==> config.mk <==
export PLATFORM = sky130hd
export DESIGN_NAME = paged_dio_ctrl
export DESIGN_NICKNAME = d
export VERILOG_FILES = /design/src/rtl/dio_pkg.sv /design/src/rtl/dio_sync.sv /design/src/rtl/dio_edge_port.sv /design/src/rtl/paged_dio_ctrl.sv
export SDC_FILE = /design/constraint.sdc
export NUM_CORES = 1
export LEC_CHECK = 0
export BUFFER_PORTS_ARGS = -buffer_cell sky130_fd_sc_hd__buf_4
export CAP_MARGIN = 0
export CORE_UTILIZATION = 52
export CTS_BUF_LIST = sky130_fd_sc_hd__clkbuf_16
export DETAILED_ROUTE_END_ITERATION = 7
export HOLD_SLACK_MARGIN = 0.05
export PLACE_DENSITY = 0.75
export SLEW_MARGIN = 20
export SYNTH_ARGS = -nofsm -noshare
export SYNTH_HDL_FRONTEND = slang
export SYNTH_SLANG_ARGS = --single-unit
==> constraint.sdc <==
create_clock -name clk_i -period 1.6 [get_ports clk_i]
set_clock_uncertainty 0.15 [all_clocks]
set_input_delay 0.08 -clock clk_i [delete_from_list [all_inputs] [get_ports clk_i]]
set_output_delay 0.08 -clock clk_i [all_outputs]
set_load 0.02 [all_outputs]
==> src/rtl/dio_pkg.sv <==
package dio_pkg;
  typedef enum logic [1:0] {
    PG_NONE = 2'd0,
    PG_POL  = 2'd1,
    PG_ENA  = 2'd2,
    PG_EID  = 2'd3
  } page_e;

  localparam int ADDR_PEND  = 6;
  localparam int ADDR_PAGE  = 7;
  localparam int ADDR_BANK0 = 8;
endpackage

==> src/rtl/dio_sync.sv <==
module dio_sync #(
  parameter int W      = 8,
  parameter int STAGES = 2
) (
  input  logic         clk_i,
  input  logic         rst_ni,
  input  logic [W-1:0] d_i,
  output logic [W-1:0] q_o
);
  logic [W-1:0] stg_q [STAGES];

  always_ff @(posedge clk_i or negedge rst_ni) begin
    if (!rst_ni) begin
      for (int i = 0; i < STAGES; i++) stg_q[i] <= '0;
    end else begin
      stg_q[0] <= d_i;
      for (int i = 1; i < STAGES; i++) stg_q[i] <= stg_q[i-1];
    end
  end

  assign q_o = stg_q[STAGES-1];
endmodule

==> src/rtl/dio_edge_port.sv <==
module dio_edge_port #(
  parameter int W = 8
) (
  input  logic         clk_i,
  input  logic         rst_ni,
  input  logic [W-1:0] lvl_i,
  input  logic         pol_wr_i,
  input  logic         ena_wr_i,
  input  logic         eid_wr_i,
  input  logic [W-1:0] wdata_i,
  output logic [W-1:0] pol_o,
  output logic [W-1:0] ena_o,
  output logic [W-1:0] eid_o,
  output logic         irq_o
);
  logic [W-1:0] pol_q, ena_q, eid_q, prev_q;
  logic [W-1:0] rise, fall, hit;

  assign rise = lvl_i & ~prev_q;
  assign fall = ~lvl_i & prev_q;
  assign hit  = ena_q & ((pol_q & rise) | (~pol_q & fall));

  always_ff @(posedge clk_i or negedge rst_ni) begin
    if (!rst_ni) begin
      pol_q  <= '0;
      ena_q  <= '0;
      eid_q  <= '0;
      prev_q <= '0;
    end else begin
      prev_q <= lvl_i;
      if (pol_wr_i) pol_q <= wdata_i;
      if (ena_wr_i) ena_q <= wdata_i;
      // new detections win over a clearing write
      if (eid_wr_i) eid_q <= (eid_q & wdata_i) | hit;
      else          eid_q <= eid_q | hit;
    end
  end

  assign pol_o = pol_q;
  assign ena_o = ena_q;
  assign eid_o = eid_q;
  assign irq_o = |(eid_q & ena_q);

  assert_no_capture_disabled_R8: assert property (@(posedge clk_i) disable iff (!rst_ni)
    ((eid_q & ~$past(eid_q) & ~$past(ena_q)) == '0));

  assert_clear_all_R10: assert property (@(posedge clk_i) disable iff (!rst_ni)
    (eid_wr_i && wdata_i == '0 && hit == '0) |=> (eid_q == '0));
endmodule

==> src/rtl/paged_dio_ctrl.sv <==
module paged_dio_ctrl
  import dio_pkg::*;
#(
  parameter int NUM_PORTS   = 6,
  parameter int PORT_W      = 8,
  parameter int EDGE_PORTS  = 3,
  parameter int SYNC_STAGES = 2,
  parameter int ADDR_W      = 4
) (
  input  logic                          clk_i,
  input  logic                          rst_ni,
  input  logic [ADDR_W-1:0]             addr_i,
  input  logic                          wr_en_i,
  input  logic [PORT_W-1:0]             wr_data_i,
  output logic [PORT_W-1:0]             rd_data_o,
  input  logic [NUM_PORTS*PORT_W-1:0]   pin_i,
  output logic [NUM_PORTS*PORT_W-1:0]   pin_oe_o,
  output logic                          irq_o
);
  localparam int PINS = NUM_PORTS * PORT_W;

  logic [PORT_W-1:0] port_out_q [NUM_PORTS];
  logic [PORT_W-1:0] lvl_w      [NUM_PORTS];
  logic [PORT_W-1:0] pol_w      [EDGE_PORTS];
  logic [PORT_W-1:0] ena_w      [EDGE_PORTS];
  logic [PORT_W-1:0] eid_w      [EDGE_PORTS];
  logic [EDGE_PORTS-1:0] irq_e, pend;
  logic [PINS-1:0]   lvl_all;
  logic [PORT_W-1:0] page_q;
  page_e             cur_page;

  assign cur_page = page_e'(page_q[PORT_W-1 -: 2]);

  dio_sync #(.W(PINS), .STAGES(SYNC_STAGES)) u_sync (
    .clk_i  (clk_i),
    .rst_ni (rst_ni),
    .d_i    (pin_i),
    .q_o    (lvl_all)
  );

  always_ff @(posedge clk_i or negedge rst_ni) begin
    if (!rst_ni) page_q <= '0;
    else if (wr_en_i && addr_i == ADDR_W'(ADDR_PAGE)) page_q <= wr_data_i;
  end

  for (genvar p = 0; p < NUM_PORTS; p++) begin : g_port
    always_ff @(posedge clk_i or negedge rst_ni) begin
      if (!rst_ni) port_out_q[p] <= '0;
      else if (wr_en_i && addr_i == ADDR_W'(p)) port_out_q[p] <= wr_data_i;
    end
    assign pin_oe_o[p*PORT_W +: PORT_W] = port_out_q[p];
    assign lvl_w[p] = lvl_all[p*PORT_W +: PORT_W];

    assert_port_write_R2: assert property (@(posedge clk_i) disable iff (!rst_ni)
      (wr_en_i && addr_i == ADDR_W'(p)) |=> (port_out_q[p] == $past(wr_data_i)));
  end

  for (genvar e = 0; e < EDGE_PORTS; e++) begin : g_edge
    logic sel;
    assign sel = wr_en_i && (addr_i == ADDR_W'(ADDR_BANK0 + e));

    dio_edge_port #(.W(PORT_W)) u_edge (
      .clk_i    (clk_i),
      .rst_ni   (rst_ni),
      .lvl_i    (lvl_w[e]),
      .pol_wr_i (sel && cur_page == PG_POL),
      .ena_wr_i (sel && cur_page == PG_ENA),
      .eid_wr_i (sel && cur_page == PG_EID),
      .wdata_i  (wr_data_i),
      .pol_o    (pol_w[e]),
      .ena_o    (ena_w[e]),
      .eid_o    (eid_w[e]),
      .irq_o    (irq_e[e])
    );
    assign pend[e] = |eid_w[e];
  end

  always_comb begin
    rd_data_o = '0;
    for (int p = 0; p < NUM_PORTS; p++)
      if (addr_i == ADDR_W'(p)) rd_data_o = ~lvl_w[p];
    if (addr_i == ADDR_W'(ADDR_PEND)) rd_data_o = PORT_W'(pend);
    if (addr_i == ADDR_W'(ADDR_PAGE)) rd_data_o = page_q;
    for (int e = 0; e < EDGE_PORTS; e++) begin
      if (addr_i == ADDR_W'(ADDR_BANK0 + e)) begin
        case (cur_page)
          PG_POL:  rd_data_o = pol_w[e];
          PG_ENA:  rd_data_o = ena_w[e];
          PG_EID:  rd_data_o = eid_w[e];
          default: rd_data_o = '0;
        endcase
      end
    end
  end

  assign irq_o = |irq_e;

  assert_irq_needs_pending_R11: assert property (@(posedge clk_i) disable iff (!rst_ni)
    irq_o |-> (pend != '0));

  assert_page_write_R4: assert property (@(posedge clk_i) disable iff (!rst_ni)
    (wr_en_i && addr_i == ADDR_W'(ADDR_PAGE)) |=> (page_q == $past(wr_data_i)));
endmodule

Word level (Yosys, flattened, before mapping)
Index checks and enable logic that the tools add are counted.

word-level totals
  memories = 0
  memory bits (writable) = 0
  output and inout port bits = 57
  memory bits (read-only) = 0
  latch bits = 0
  flip-flop bits (word level) = 248
  word-level logic and storage cells = 117
  bits of input ports = 63

cells by class
  divide/modulo/power cells = 0
  multiply operators = 0
  equality and inequality tests = 13
  bitwise operators = 42
  muxes and demuxes = 17
  add/sub/neg operators = 0
  $lt $le $gt $ge = 0
  shift-type cells = 0
  reduce and logical (&&, ||, !) cells = 24

operator list
  operator              count
  $and A8 B8 Y8         21
  $mux W8               14
  $not A8 Y8            12
  $or A8 B8 Y8          9
  $pmux W8 S3           3
  $reduce_or A24 Y1     1
  $reduce_or A8 Y1      3
  $logic_and A1 B1 Y1   19
  $eq A4 B3 Y1 const B  4
  $eq A4 B4 Y1 const B  3
  $eq A4 B2 Y1 const B  2
  $eq A2 B2 Y1 const B  2
  $eq A4 B1 Y1 const B  1
  $logic_not A4 Y1      1
  $eq A2 B1 Y1 const B  1

Logic depth before layout (Yosys ltp)
Gate-level depths: netlist of the first run.

  word-level depth = 12
  mapped depth = 7
  mapped depth without buffers = 4

By module
A second synthesis of the first run with hierarchy kept.

unflattened totals
  cell total of the unflattened synthesis = 730
  area total of the unflattened synthesis = 10296.1 sq um

by module, submodules not included
  module          times used  area an instance (sq um)  cells each  sequential area each (sq um)
  dio_edge_port   3           1327.5                    87          800.8
  paged_dio_ctrl  1           3550.9                    325         1401.3
  dio_sync        1           2762.6                    144         2402.3

Least setup slack after synthesis of the first run
OpenSTA, ideal clock, no wires.

  path kind = reg2out
  start point = register page_q[7]
  end point = output rd_data_o[0]
  buffers on the path = 1
  arrival time = 1.627 ns
  slack = -0.257 ns
  cell stages (with the launch flop) = 6
  data required time = 1.370 ns
  cell sequence = dfrtp_1 buf_1 mux2_2 a22o_1 a22oi_1 nand4_1

on the way
  longest elaborated chain between the ends = 5
  elaborated cells between the ends (all ways) = 9
  those cells by class = eq/ne: 3; mux: 6

ends and longest elaborated chain
  what                                                 RTL line              RTL
  start: declaration                                   paged_dio_ctrl.sv:29  logic [PORT_W-1:0] page_q;
  start signal: assignment                             paged_dio_ctrl.sv:43  else if (wr_en_i && addr_i == ADDR_W'(ADDR_PAGE)) page_q <= wr_data_i;
  $eq A2 B2 Y1 / $eq A2 B1 Y1 (equally long branches)  paged_dio_ctrl.sv:86  case (cur_page)
  $pmux W8 S3                                          paged_dio_ctrl.sv:86
  $mux W8 (2 in a row)                                 paged_dio_ctrl.sv:85  if (addr_i == ADDR_W'(ADDR_BANK0 + e)) begin
  $mux W8 (*)                                          paged_dio_ctrl.sv:85
  end: declaration                                     paged_dio_ctrl.sv:15  output logic [PORT_W-1:0] rd_data_o,

Mark *: on every way between the ends. The rest lies on a longest branch, timed or not.

Worst setup path in the final report of the first run
  start point = register page_q[7]
  end point = output rd_data_o[2]

The elaborated chain is that of the path after synthesis.

==> results of run 1 <==
## flip-flops by register name (all words and copies together), names as in the netlist
name	count
g_edge.u_edge.pol_o	24
u_sync.stg_q	48
u_sync.q_o	48
page_q	8
g_edge.u_edge.ena_o	24
pin_oe_o	48
g_edge.u_edge.eid_o	24
g_edge.u_edge.prev_q	24
## cell usage after synthesis (7+ instances only)
cell      instances  share of area
mux2i_1          11          0.011
nand2b_1          7         0.0045
a22o_1           25          0.022
nor3b_1          27          0.021
a22oi_1          28          0.022
buf_2            13         0.0067
nand4_1           8         0.0051
mux2_2          128           0.15
o21ai_0          54          0.028
clkbuf_1         15         0.0058
dfrtp_1         248           0.64
nand2_1          59          0.023
nor2_1           25         0.0096
nand3_1           9         0.0046
a21oi_1          10         0.0051
## worst paths after layout
path,end,slack (ps),depth (start not counted)
min in group asynchronous,u_sync.stg_q[76],440,3
max reg2reg,g_edge[2].u_edge.ena_o[1],-270,5
max in group asynchronous,pin_oe_o[6],160,4
min,u_sync.stg_q[51],60,2
min reg2reg,u_sync.q_o[41],190,0
max,rd_data_o[2],-880,6
## worst register-to-register path: cells and delay by family (launching register included)
family	cells	cell delay, ps
mux	1	350
buf+inv	2	360
flops	1	480
simple gates	2	430
## layout by cell type, fill, tap and decap left out, types with 10 or more instances in the layout
| cell type | n |
|---|---|
| a21oi_1 | 10 |
| a22o_1 | 25 |
| a22oi_1 | 23 |
| buf_12 | 11 |
| buf_4 | 202 |
| clkbuf_16 | 25 |
| dfrtp_1 | 245 |
| dlygate4sd3_1 | 101 |
| mux2_2 | 111 |
| mux2_4 | 17 |
| mux2i_1 | 11 |
| nand2_1 | 59 |
| nor2_1 | 25 |
| nor3b_1 | 27 |
| o21ai_0 | 50 |
## cell families (layout without fill, tap and decap cells)
kind of cell | count (synthesis) | count (layout) | share of synthesized area
AO/OA/AOI/OAI | 134 | 134 | 0.0916
buffers and inverters | 38 | 371 | 0.0179
flip-flops | 248 | 248 | 0.635
multiplexers | 140 | 140 | 0.161
AND/OR/NAND/NOR | 168 | 168 | 0.0938
## per-layer routing
layer  vias up  routed length, um  share of wire  global-route usage
li1       3261                  -              -                   -
met1      3734              12400           0.42               0.420
met2       323              14300           0.48               0.513
met3        75               1760          0.059              0.0642
met4         0               1360          0.046               0.142
met5         -                  0              0                   0
## power groups by stage
stage / registers, uW / clock network (uW) / logic [uW]
4_1_cts: 7670 / 6080 / 3670
3_3_place_gp: 7730 / 0 / 3260
2_1_floorplan: 7890 / 0 / 1560
6_report: 7700 / 6070 / 3710
3_5_place_dp: 7760 / 0 / 3350
5_1_grt: 7770 / 6420 / 3940
## metrics by stage
step	cell area, um^2	setup WS, ps
CTS	13700	-827
global placement	11700	-401
floorplan	9840	-65.7
global route	13700	-898
detailed placement	11700	-380
finish	13700	-877
## cell type report
class                           instances  area [um^2]  share of cell area
Sequential cell                       248         6210               0.453
Inverter                                3         11.3            0.000821
Timing Repair Buffer                  322         2850               0.207
Tap cell                              229          287              0.0209
Clock inverter                         21          221              0.0161
Clock buffer                           25          626              0.0456
Multi-Input combinational cell        442         3520               0.256
## repair_timing
item                       CTS  global route
setup endpoints to repair   58            66
resized for setup           29            10
buffers inserted             2             0
hold buffers               101             0
hold endpoints to repair   424             0
pin swaps                    2             3
==> results.toml, run 1 <==
[power_and_ir_drop]
power.share.sequential = 0.440
p_clk_frac = 0.347
vdd_ir_drop_max_uv = 1040
power.density_nw_per_um2 = 1270
p_total_uw = 17500
swShare = 0.282
switchingPower_uw = 4930
pwr-share-comb = 0.212
p_int_uw = 12600
p_leak_uw = 0.00620

[worst_hold_path]
min_path_type = "input port to flip-flop"
hp-start = "pin_i[3]"

[logic_synthesis]
synth.yosys.seq_area_share = 0.635
syn_nets = 791
yosysUniqueCellTypes = 45
netlist_instances = 728
synth-seq-cells = 248
avgSynthCellArea_um2 = 13.4
synth-main-ff-cell = "dfrtp_1"
synth_edf_count = 0
async_flop_share = 1.00
syn-cell-area_um2 = 9770
yosys_warnings = 0

[floorplanning]
io_pins = 120
die_area_um2 = 19300
fp-row-count = 49
die_x_um = 139
core_um2 = 18200
start_util = 0.536
die_height_um = 139

[timing]
finalCritPeriodShare = 1.55
hold_viol_final = 0
whs_ps = 62.1
worst_pin_slew_ps = 481
setup_viol = 49
timing.slew.headroom = 0.679
fin_crit_ps = 2480
finalWorstSetupSlack_ps = -877
slew_viol_final = 0
setup_tns_ps = -14830
rsz0062_at_grt = "yes"
fmax_mhz = 404

[clock_network]
cts_sinks = 248
tritoncts = "built"
cts_root_buf = "clkbuf_16"
clk_transition_reported_paths_ps = 60
max-clock-path-buffers = 3
clk_latency_ps = 530
cts_buffers = 25
cts-htree-levels = 1

[final_layout]
fin_cells = 1290
n_antenna_cell = 0
post-route-util = 0.753
final_nets = 1105
num-fill-cells = 1148
area_delta_synth_final_pct = 40.4
post_route_cells_drive_above_1_share = 0.392

[critical_path]
crit_fanout = 7
cp_top_family = "compound AO/OA/AOI/OAI gates"
crit_type = "flip-flop to output pin"
cp-end-kind = "output pin"
r2r-start = "page_q[7]"
cp-startpoint = "page_q[7]"
max_stage_delay_ps = 480
critPathMostFrequentCell = "buf_4"
cp.arrival_ps = 2250
slowest_stage = "dfrtp_2"
critPathRequiredTime_ps = 1370
path_cells = "buf_4 > mux2_2 > a22o_1 > a22oi_1 > o211ai_1 > buf_4"
critPathBufInv = 2
setup.worst_path.start_class = "flip-flop"

[global_routing]
grt_usage = 0.318
antenna_found_initial = 0
grt_max_degree = 70
grt_remaining_overflow = 0
grt_pass1_vias = 7778
grt_pass1_wl_um = 46100

[placed_design]
dpl.cell_count = 1141
hpwl_um = 19200
io_buffers = 119
gp_congestion = 0.998

[drt]
wl_per_cell_um = 23.1
drt-initial-drc-count = 601
drc = 8
dr.pass1.iters = 7
vias = 7393
viasPerCell = 5.73
ant_nets = 0
drt-total-wl_um = 29700

[outcome]
status = "finished with violations"
violations = "DRC, setup timing"

[run]
max_cap_violations = 0
Note: power is estimated with default switching activity, not from simulation.
==> inputs of run 2 (changes only) <==
--- a/config.mk
+++ b/config.mk
@@ -7,11 +7,12 @@
 export LEC_CHECK = 0
 export BUFFER_PORTS_ARGS = -buffer_cell sky130_fd_sc_hd__buf_4
 export CAP_MARGIN = 0
-export CORE_UTILIZATION = 52
+export CORE_MARGIN = 2
+export CORE_UTILIZATION = 37
 export CTS_BUF_LIST = sky130_fd_sc_hd__clkbuf_16
 export DETAILED_ROUTE_END_ITERATION = 7
 export HOLD_SLACK_MARGIN = 0.05
-export PLACE_DENSITY = 0.75
+export RECOVER_POWER = 50
 export SLEW_MARGIN = 20
 export SYNTH_ARGS = -nofsm -noshare
 export SYNTH_HDL_FRONTEND = slang
==> run 2 against run 1 <==
Against the previous run:
- critical path type unchanged
- the run ends with setup timing left
- register-to-register slack worse by 20 ps
- largest cell class unchanged
- critical path depth down 1
- wire length down 2.4%
- combinational power up 1%
- highest routed layer unchanged
- flip-flop and latch count unchanged
- first-iteration DRC count down 31%
==> results.toml, run 2 (synthesis gave the netlist of run 1 again) <==
[critical_path]
setup.worst_path.start_class = "flip-flop"
cp-end-kind = "output pin"
crit_type = "flip-flop to output pin"
rr_worst_depth = 5
critPathRequiredTime_ps = 1370
cp-startpoint = "page_q[7]"
crit_fanout = 8
cp.arrival_ps = 2320
endpoint = "rd_data_o[2]"
r2r-start = "page_q[7]"
ff2ff_setup_slack_ps = -290
r2r-end = "g_edge[2].u_edge.ena_o[1]"

[drt]
ant_nets = 0
drt-initial-drc-count = 412
dr.pass1.iters = 6
drt-total-wl_um = 29000
drc = 0
viasPerCell = 5.12
vias = 7335
wl_per_cell_um = 20.3

[final_layout]
layout_common_cells = "dfrtp_1, buf_4, mux2_2"
final_area_um2 = 14100
num-fill-cells = 2231
multi_input_area_um2 = 3580
final_nets = 1139
area_delta_synth_final_pct = 44.5
layout_commonest_cell = "dfrtp_1"
regArea_um2 = 6210
post_route_cells_drive_above_1_share = 0.386
n_antenna_cell = 0

[clock_network]
cts_root_buf = "clkbuf_16"
cts_sinks = 248
cts-htree-levels = 1
max-clock-path-buffers = 3
clk_transition_reported_paths_ps = 60
tritoncts = "built"
clk_latency_ps = 550
cts_buffers = 27

[timing]
fmax_mhz = 393
worst_pin_slew_ps = 842
slew_viol_final = 0
rsz0062_at_grt = "yes"
finalWorstSetupSlack_ps = -947
setup_viol = 122
hold_viol_final = 0
whs_ps = 84.8
finalCritPeriodShare = 1.59
fin_crit_ps = 2550
timing.slew.headroom = 0.439

[global_routing]
antenna_found_initial = 1
grt_pass1_vias = 7760
grt_max_degree = 52
grt_usage = 0.211
grt_pass1_wl_um = 45100
grt_remaining_overflow = 0

[placed_design]
io_buffers = 119
placed_area_um2 = 12100
gp_congestion = 0.950
hpwl_um = 19600

[floorplanning]
core_um2 = 26000
fp-row-count = 59
die_x_um = 166
die_height_um = 166
die_area_um2 = 27700
io_pins = 120
start_util = 0.376

[power_and_ir_drop]
p_leak_uw = 0.00627
vdd_ir_drop_max_uv = 717
power.density_nw_per_um2 = 1240

[run]
max_cap_violations = 0

[worst_hold_path]
min_path_type = "input port to flip-flop"

[outcome]
violations = "setup timing"
status = "finished with violations"
[run 2: worst min path at each step]
stage / start / to / depth (start not counted)
after global routing: pin_i[10] / u_sync.stg_q[58] / 2
after detailed placement: rst_ni / u_sync.stg_q[49] / 1
after floorplan: rst_ni / g_edge[0].u_edge.eid_o[0] / 0
after global placement: rst_ni / u_sync.stg_q[49] / 1
after CTS: pin_i[10] / u_sync.stg_q[58] / 2
final: pin_i[10] / u_sync.stg_q[58] / 2
[run 2: critical path, cell delays in order (launching register included)]
cell and delay (ps):
dfrtp_2 470, nor2_1 260, and4bb_2 390, a22oi_1 190, o211ai_1 230, buf_4 230
[run 2: timing repair]
item / CTS / global route
cloned: 0 / 1
pin swaps: 3 / 5
resized for setup: 39 / 16
setup buffers: 0 / 1
endpoints found under the setup margin: 59 / 56
endpoints found under the hold margin: 424 / 0
hold buffers: 105 / 0
[run 2: cell type report]
class / instances / share of cell area
sequential: 248 / 0.440
clock buffer: 27 / 0.0479
clock inverter: 23 / 0.0147
timing repair buffer: 354 / 0.213
multi-input combinational: 442 / 0.254
tap: 335 / 0.0297
inverter: 3 / 0.000798
[run 2: through the flow]
step	utilization	TNS, ps	worst slack [ps]	total power [uW]	cells
after floorplan	-	-756	-65.7	9460	728
after global placement	0.467	-19750	-365	11100	1275
after detailed placement	0.467	-20360	-388	11100	1275
after CTS	0.547	-14100	-893	17700	1430
after global routing	0.543	-42180	-979	18300	1432
final	0.543	-18430	-947	17500	1432
[run 2: layer usage]
metal,wire length [um],GRT usage
met3,1340,0.0240
met4,767,0.0607
met1,13000,0.296
met5,0,0
met2,14000,0.348
[run 2: power by group]
part	switching (uW)	internal, uW
Sequential	587	7030
Clock	2560	3580
Combinational	1740	2010
Total	4890	12600
==> inputs of run 3 (changes only) <==
--- a/config.mk
+++ b/config.mk
@@ -8,11 +8,13 @@
 export BUFFER_PORTS_ARGS = -buffer_cell sky130_fd_sc_hd__buf_4
 export CAP_MARGIN = 0
 export CORE_MARGIN = 2
-export CORE_UTILIZATION = 37
+export CORE_UTILIZATION = 52
 export CTS_BUF_LIST = sky130_fd_sc_hd__clkbuf_16
 export DETAILED_ROUTE_END_ITERATION = 7
 export HOLD_SLACK_MARGIN = 0.05
+export PLACE_DENSITY = 0.75
 export RECOVER_POWER = 50
+export SKIP_LAST_GASP = 1
 export SLEW_MARGIN = 20
 export SYNTH_ARGS = -nofsm -noshare
 export SYNTH_HDL_FRONTEND = slang
==> run 3 against run 2 <==
Against the previous run:
- the flow still finishes with violations (setup timing)
- critical path depth rose by 1
- largest cell class unchanged
- die area fell by 28%
- critical path type unchanged
- register-to-register slack improved by 30 ps
- count of clock-buffer cells in the layout fell by 2
==> results.toml, run 3 (synthesis gave the netlist of run 1 again) <==
[outcome]
status = "finished with violations"
violations = "setup timing"

[critical_path]
setup.worst_path.start_class = "flip-flop"
cp-end-kind = "output pin"
critPathRequiredTime_ps = 1370
crit_fanout = 14
crit_type = "flip-flop to output pin"
cp.arrival_ps = 2200

[clock_network]
cts-htree-levels = 1
clk_transition_reported_paths_ps = 70
cts_buffers = 25
max-clock-path-buffers = 3
cts_root_buf = "clkbuf_16"
clk_latency_ps = 540
cts_sinks = 248
tritoncts = "built"

[timing]
rsz0062_at_grt = "yes"
finalWorstSetupSlack_ps = -832
timing.slew.headroom = 0.433
fmax_mhz = 411
finalCritPeriodShare = 1.52
fin_crit_ps = 2430
slew_viol_final = 0
hold_viol_final = 0
setup_viol = 181
worst_pin_slew_ps = 850

[drt]
vias = 7329
ant_nets = 0
wl_per_cell_um = 22.6
drt-initial-drc-count = 494
drc = 0
dr.pass1.iters = 4
drt-total-wl_um = 29300
viasPerCell = 5.66

[final_layout]
n_antenna_cell = 0
post_route_cells_drive_above_1_share = 0.365
num-fill-cells = 1244
area_delta_synth_final_pct = 37.2
layout_commonest_cell = "dfrtp_1"
final_area_um2 = 13400
multi_input_area_um2 = 3470
regArea_um2 = 6210
post-route-util = 0.721
final_nets = 1106
layout_common_cells = "dfrtp_1, mux2_2, buf_4"
fin_cells = 1294

[floorplanning]
die_area_um2 = 19900
die_height_um = 141
start_util = 0.526
die_x_um = 141
core_um2 = 18600
io_pins = 120
fp-row-count = 50

[run]
max_cap_violations = 0

[placed_design]
pre_cts_slack_ps = -308
hpwl_um = 19700
dpl.cell_count = 1157
io_buffers = 119
placed_area_um2 = 11800
gp_congestion = 0.959

[power_and_ir_drop]
power.density_nw_per_um2 = 1260
power.share.sequential = 0.454
switchingPower_uw = 4810
p_leak_uw = 0.00599
pwr-share-comb = 0.211
p_int_uw = 12000
p_clk_frac = 0.335
vdd_ir_drop_max_uv = 1060
swShare = 0.286

[global_routing]
grt_max_degree = 53
grt_pass1_wl_um = 44700
grt_pass1_vias = 7743
antenna_found_initial = 0
grt_remaining_overflow = 0
grt_usage = 0.299

[worst_hold_path]
min_path_type = "input port to flip-flop"
run 3: repair_timing:
| action | 4_1_cts | 5_1_grt |
|---|---|---|
| pin swaps | 0 | 1 |
| endpoints found under the setup margin | 57 | 59 |
| cloned | 0 | 1 |
| buffers inserted | 1 | 1 |
| hold buffers | 89 | 1 |
| resized for setup | 21 | 5 |
| endpoints found under the hold margin | 424 | 1 |
run 3: worst paths after layout:
| check | from | endpoint | slack (ps) | cells after the start |
|---|---|---|---|---|
| setup / recovery | page_q[7] | rd_data_o[2] | -830 | 6 |
| hold / removal | pin_i[5] | u_sync.stg_q[53] | 80 | 2 |
| setup reg to reg | page_q[7] | g_edge[1].u_edge.ena_o[7] | -260 | 5 |
| hold reg to reg | u_sync.stg_q[65] | u_sync.q_o[17] | 190 | 0 |
| max in group asynchronous | rst_ni | u_sync.stg_q[64] | -130 | 4 |
| min in group asynchronous | rst_ni | pin_oe_o[39] | 590 | 3 |
run 3: power by group through the flow:
stage	clock network [uW]	registers (uW)	logic, uW
final	5640	7640	3560
after CTS	5690	7620	3670
after global routing	5980	7720	3810
after global placement	0	7670	3330
after detailed placement	0	7710	3410
after floorplan	0	7890	1560
run 3: worst max-delay path, stage by stage (launching register included):
cell and delay (ps):
dfrtp_2 460, buf_8 190, mux2_2 340, a22o_1 180, a22oi_1 170, o211ai_1 140, buf_4 180
run 3: layout make-up:
| class | instances | share of cell area |
|---|---|---|
| multi-input cells | 442 | 0.259 |
| clock inverters | 19 | 0.0118 |
| clock buffers | 25 | 0.0467 |
| well taps | 234 | 0.0218 |
| flip-flops and latches | 248 | 0.463 |
| inverters | 3 | 0.000840 |
| repair buffers | 323 | 0.197 |
run 3: per-stage QoR:
| step | power, uW | hold slack, ps | TNS [ps] |
|---|---|---|---|
| after floorplan | 9460 | -366 | -756 |
| after global placement | 11000 | -129 | -7570 |
| after detailed placement | 11100 | -127 | -9440 |
| after CTS | 17000 | 50.1 | -11550 |
| after global routing | 17500 | 76.9 | -52620 |
| final | 16800 | 76.4 | -20400 |
run 3: routing by layer:
metal | global-route usage | up-vias | wire (um)
met5 | 0 | - | 0
met4 | 0.102 | 0 | 1160
met3 | 0.0567 | 65 | 1900
met2 | 0.515 | 284 | 14400
met1 | 0.384 | 3704 | 11800
li1 | - | 3276 | -
